File: config.mk
export PLATFORM = sky130hd
export DESIGN_NAME = irq_restart_ctl
export DESIGN_NICKNAME = d
export VERILOG_FILES = /design/src/rtl/irq_vec_pkg.sv /design/src/rtl/irq_edge_catch.sv /design/src/rtl/irq_prio_pick.sv /design/src/rtl/irq_restart_ctl.sv
export SDC_FILE = /design/constraint.sdc
export NUM_CORES = 1
export LEC_CHECK = 0
export BUFFER_PORTS_ARGS = -buffer_cell sky130_fd_sc_hd__buf_4
export CAP_MARGIN = 30
export CORE_MARGIN = 2
export CORE_UTILIZATION = 40
export DETAILED_ROUTE_END_ITERATION = 16
export GPL_ROUTABILITY_DRIVEN = 0
export PLACE_DENSITY = 0.71
export SYNTH_ARGS = -nofsm -noshare
export SYNTH_HDL_FRONTEND = slang
export SYNTH_SLANG_ARGS = --single-unit
File: constraint.sdc
create_clock -name clk -period 3.4 [get_ports clk]
set_input_delay 0.17 -clock clk [delete_from_list [all_inputs] [get_ports clk]]
set_output_delay 0.17 -clock clk [all_outputs]
set_load 0.005 [all_outputs]
File: src/rtl/irq_vec_pkg.sv
package irq_vec_pkg;

    localparam int ADDR_W     = 16;
    localparam int RST_W      = 3;
    localparam int SLOT_SHIFT = 3;
    localparam int N_MASK     = 3;
    localparam int HALF_OFS   = 1 << (SLOT_SHIFT - 1);

    localparam logic [RST_W-1:0] SLOT_NMI = RST_W'(4);
    localparam logic [RST_W-1:0] SLOT_LO  = RST_W'(5);
    localparam logic [RST_W-1:0] SLOT_MID = RST_W'(6);
    localparam logic [RST_W-1:0] SLOT_HI  = RST_W'(7);

    typedef enum logic [2:0] {
        ST_RUN, ST_HALT, ST_ACK, ST_PUSH, ST_JUMP
    } ctl_state_t;

    typedef enum logic [2:0] {
        SRC_NONE, SRC_NMI, SRC_HI, SRC_MID, SRC_LO, SRC_EXT
    } irq_src_t;

    function automatic logic [ADDR_W-1:0] slot_addr(input logic [RST_W-1:0] slot,
                                                    input logic half);
        logic [ADDR_W-1:0] a;
        a = ADDR_W'(slot) << SLOT_SHIFT;
        if (half) a = a | ADDR_W'(HALF_OFS);
        return a;
    endfunction

endpackage

File: src/rtl/irq_edge_catch.sv
module irq_edge_catch (
    input  logic clk,
    input  logic rst_n,
    input  logic din,
    input  logic clr,
    output logic pend
);
    logic prev_q;
    logic pend_q;
    logic rise;

    assign rise = din & ~prev_q;
    assign pend = pend_q;

    always_ff @(posedge clk or negedge rst_n) begin
        if (!rst_n) begin
            prev_q <= 1'b0;
            pend_q <= 1'b0;
        end else begin
            prev_q <= din;
            pend_q <= (pend_q & ~clr) | rise;
        end
    end
endmodule

File: src/rtl/irq_prio_pick.sv
module irq_prio_pick
    import irq_vec_pkg::*;
(
    input  logic              allow,
    input  logic              en,
    input  logic [N_MASK-1:0] mask,
    input  logic              nmi_p,
    input  logic              hi_p,
    input  logic              mid_lvl,
    input  logic              lo_lvl,
    input  logic              ext_req,
    input  logic [RST_W-1:0]  ext_num,
    output logic              take,
    output irq_src_t          src,
    output logic [ADDR_W-1:0] vec
);
    always_comb begin
        src = SRC_NONE;
        vec = '0;
        if (allow) begin
            if (nmi_p) begin
                src = SRC_NMI;
                vec = slot_addr(SLOT_NMI, 1'b1);
            end else if (en && hi_p && !mask[2]) begin
                src = SRC_HI;
                vec = slot_addr(SLOT_HI, 1'b1);
            end else if (en && mid_lvl && !mask[1]) begin
                src = SRC_MID;
                vec = slot_addr(SLOT_MID, 1'b1);
            end else if (en && lo_lvl && !mask[0]) begin
                src = SRC_LO;
                vec = slot_addr(SLOT_LO, 1'b1);
            end else if (en && ext_req) begin
                src = SRC_EXT;
                vec = slot_addr(ext_num, 1'b0);
            end
        end
        take = (src != SRC_NONE);
    end
endmodule

File: src/rtl/irq_restart_ctl.sv
module irq_restart_ctl
    import irq_vec_pkg::*;
(
    input  logic              clk,
    input  logic              rst_n,
    input  logic              nmi_in,
    input  logic              lvl_lo_in,
    input  logic              lvl_mid_in,
    input  logic              edge_hi_in,
    input  logic              ext_req,
    input  logic [RST_W-1:0]  ext_num,
    input  logic              cmd_en,
    input  logic              cmd_dis,
    input  logic              cmd_setmask,
    input  logic [N_MASK-1:0] mask_data,
    input  logic              mask_clr_hi,
    input  logic              cmd_halt,
    output logic              int_en,
    output logic              int_ack,
    output logic              push_req,
    output logic              jump_req,
    output logic              halted,
    output logic [ADDR_W-1:0] ack_vec
);
    localparam int N_EDGE = 2;

    ctl_state_t        state_q, state_d;
    logic              ie_q;
    logic [N_MASK-1:0] mask_q;
    logic [ADDR_W-1:0] vec_q;

    logic              allow, take;
    irq_src_t          src;
    logic [ADDR_W-1:0] vec_nx;

    logic [N_EDGE-1:0] edge_raw, edge_clr, edge_pend;

    assign edge_raw = {edge_hi_in, nmi_in};
    assign edge_clr[0] = take && (src == SRC_NMI);
    assign edge_clr[1] = (take && (src == SRC_HI)) || (cmd_setmask && mask_clr_hi);

    for (genvar g = 0; g < N_EDGE; g++) begin : g_edge
        irq_edge_catch u_catch (
            .clk  (clk),
            .rst_n(rst_n),
            .din  (edge_raw[g]),
            .clr  (edge_clr[g]),
            .pend (edge_pend[g])
        );
    end

    assign allow = (state_q == ST_RUN) || (state_q == ST_HALT);

    irq_prio_pick u_pick (
        .allow  (allow),
        .en     (ie_q),
        .mask   (mask_q),
        .nmi_p  (edge_pend[0]),
        .hi_p   (edge_pend[1]),
        .mid_lvl(lvl_mid_in),
        .lo_lvl (lvl_lo_in),
        .ext_req(ext_req),
        .ext_num(ext_num),
        .take   (take),
        .src    (src),
        .vec    (vec_nx)
    );

    // next-state logic
    always_comb begin
        state_d = state_q;
        unique case (state_q)
            ST_RUN:  if (take) state_d = ST_ACK;
                     else if (cmd_halt) state_d = ST_HALT;
            ST_HALT: if (take) state_d = ST_ACK;
            ST_ACK:  state_d = ST_PUSH;
            ST_PUSH: state_d = ST_JUMP;
            ST_JUMP: state_d = ST_RUN;
            default: state_d = ST_RUN;
        endcase
    end

    // state register
    always_ff @(posedge clk or negedge rst_n) begin
        if (!rst_n) state_q <= ST_RUN;
        else        state_q <= state_d;
    end

    // enable, mask and vector registers
    always_ff @(posedge clk or negedge rst_n) begin
        if (!rst_n) begin
            ie_q   <= 1'b0;
            mask_q <= '1;
            vec_q  <= '0;
        end else begin
            if (take)         ie_q <= 1'b0;
            else if (cmd_dis) ie_q <= 1'b0;
            else if (cmd_en)  ie_q <= 1'b1;
            if (cmd_setmask) mask_q <= mask_data;
            if (take)        vec_q  <= vec_nx;
        end
    end

    // outputs
    always_comb begin
        int_ack  = 1'b0;
        push_req = 1'b0;
        jump_req = 1'b0;
        halted   = 1'b0;
        ack_vec  = '0;
        unique case (state_q)
            ST_RUN:  ;
            ST_HALT: halted = 1'b1;
            ST_ACK:  begin int_ack  = 1'b1; ack_vec = vec_q; end
            ST_PUSH: begin push_req = 1'b1; ack_vec = vec_q; end
            ST_JUMP: begin jump_req = 1'b1; ack_vec = vec_q; end
            default: ;
        endcase
        int_en = ie_q;
    end
endmodule

==> reports/metrics.yaml <==
die:
  fp.dieH_microns: 48.9
  pin_count: 39
  chipWidth_microns: 48.9
  rows: 16
  initial_core_util: 0.420
  dieArea_sq_um: 2390
  coreArea_sq_um: 1920
logic_synthesis:
  synth_common_cells: "12 x buf_4, 12 x dfrtp_1, 8 x nand2_1"
  synth-warning-count: 0
  ys_seq_elements: 15
  async_reset_ff_frac: 1.00
  synth.area.top_cells: "dfrtp_1 37%, buf_4 11%, dfstp_2 9.8%"
  synthAdderAreaFrac: 0
  yosysTopAreaCellShare: 0.372
  synth_ff_type: "dfrtp_1"
  synth_area_sq_um: 807
  synth_compound_area_frac: 0.140
  synthSimpleGateAreaFrac: 0.209
  syn_avg_cell_area_sq_um: 9.96
  synth_edf_count: 0
  synth_cell_types: 29
  yosysSeqAreaShare: 0.470
  muxShareOfSynthArea: 0.0419
  synth_cells: 81
  synth_top_family_by_area: "simple AND/OR/NAND/NOR gates"
  synth_top_area_cell: "dfrtp_1"
  synth_xor_area_frac: 0
min_path:
  holdPathEnd: "int_en"
  worstHoldStart: "cmd_dis"
  whs_path_depth: 2
  hold_path.class: "in -> reg"
cts:
  cts_tree: "built"
  cts_sinks: 15
  h-tree-depth: 1
  hold_buffers: 3
  clockRootBuffer: "clkbuf_4"
  clk_pin_slew_worst_paths_ps: 100
  cts_setup_buffers: 0
  insertion_delay_ps: 280
  cts-resized-gates: 0
  clockBufferDepth: 2
  cts_made_buffers: 3
final_layout:
  diodes: 0
  nets: 131
  fillers: 185
  finalInstanceArea_sq_um: 1040
  drive_gt1_frac: 0.366
  area.growth.synth_to_final_pct: 29.0
  regArea_sq_um: 379
  multi_input_area_sq_um: 360
critical_path:
  r2r_cells: 3
  rrSetupSlack_ps: 1860
  critPathKind: "reg -> out"
  critical_path.max_stage_delay_ps: 450
  critPathSlowestCell: "dfrtp_1"
  startpoint_type: "flop"
  r2r_end: "vec_q[5]"
  setup.worst_path.end_class: "output pin"
  required_ps: 3230
  crit_chain: "inv_1 > nor3_1 > a21oi_1 > nor2b_1 > buf_4"
  arrival_ps: 1520
  path_max_fanout: 7
  regToRegStartpoint: "state_q[1]"
global_route:
  grt_antenna_before_repair: 0
  grt_max_degree: 16
  grt-ovfl-total: 0
  grt_pass1_vias: 602
  grt_util_all_layers: 0.138
  grt_pass1_wl_microns: 2580
place:
  portBuffers: 26
  pre_cts_ws_ps: 1880
  placed_area_sq_um: 983
  dpl.hpwl_microns: 1200
route:
  vias: 626
  wl_microns: 1510
  drt_iter0_drc: 7
  first_pass_iters: 4
  drc: 0
  viasPerCell: 4.50
  ant_nets: 0
  routedWlPerCell_microns: 10.9
sta:
  fin_skew_ps: 4.76
  setup_tns_ps: 0
  setup_violations: 0
  drv_slew: 0
  rsz0062_at_grt: "false"
  fin_crit_sh: 0.498
  timing.final.crit_period_ps: 1690
  final_hold_viol_count: 0
  fmax_mhz: 591
  fin_ws_ps: 1710
pwr:
  p_leak_nw: 0.515
  power_density_nw_per_um2: 633
  ir_drop_uv: 455
run_status:
  status: "finished, final reports clean"
job:
  max_cap_violations: 0
[cell usage in the layout (no fill, tap or decap), types with 4 or more instances in the layout]
cell type and count:
nor2_1 5, nand2_1 8, buf_4 26, dfrtp_1 12, inv_1 4, conb_1 12
[metrics by stage]
step	util	hold slack, ps	total power [mW]	instances
floorplan	-	-126	0.446	92
global placement	0.512	32.9	0.556	132
detailed placement	0.512	36.5	0.562	132
CTS	0.542	24.5	0.666	139
global route	0.542	20.7	0.708	139
finish	0.542	28.6	0.659	139
[logic make-up (layout without fill, tap and decap cells)]
logic type             Yosys count  after routing
other                            1             12
muxes                            3              3
buffers and inverters           17             37
DFF                             15             15
AOI/OAI and AO/OA               16             16
and+or+nand+nor                 29             29
[worst max-delay path by stage]
| stage | from | to | cells after the start |
|---|---|---|---|
| after floorplan | state_q[2] | vec_q[5] | 3 |
| after global placement | state_q[1] | vec_q[5] | 3 |
| after detailed placement | state_q[1] | vec_q[5] | 3 |
| after CTS | state_q[2] | ack_vec[5] | 5 |
| after global routing | state_q[2] | ack_vec[3] | 5 |
| final | state_q[2] | ack_vec[5] | 5 |
[power breakdown]
group          internal (mW)  total [mW]  switching (mW)  leakage [nW]
clock                 0.0436       0.102          0.0585        0.0177
combinational          0.156       0.275           0.119         0.323
sequential             0.228       0.282          0.0538         0.174
total                  0.428       0.659           0.231         0.515
[metal layers]
layer	up-vias	wire [microns]	global-route usage
li1	319	-	-
met1	283	721	0.178
met2	24	678	0.228
met3	0	113	0.0429
met4	0	0	0.0286
met5	-	0	0
[registers in the layout, indices dropped and copies added, names as in the netlist]
name,cells
mask_q,3
vec_q,4
g_edge.u_catch.pend,2
g_edge.u_catch.prev_q,2
int_en,1
state_q,3
[critical path: cells and delay by family (launching register included)]
| kind | cells | cell delay [ps] |
|---|---|---|
| DFF | 1 | 450 |
| AOI/OAI and AO/OA | 1 | 140 |
| buffers and inverters | 2 | 240 |
| and+or+nand+nor | 2 | 410 |
[area by class of cell]
class	count	share of cell area
inverter	4	0.0144
tap	27	0.0325
multi-input combinational	60	0.346
clock inverter	1	0.00481
sequential	15	0.364
timing repair buffer	29	0.216
clock buffer	3	0.0216
Note: power is estimated with default switching activity, not from simulation.
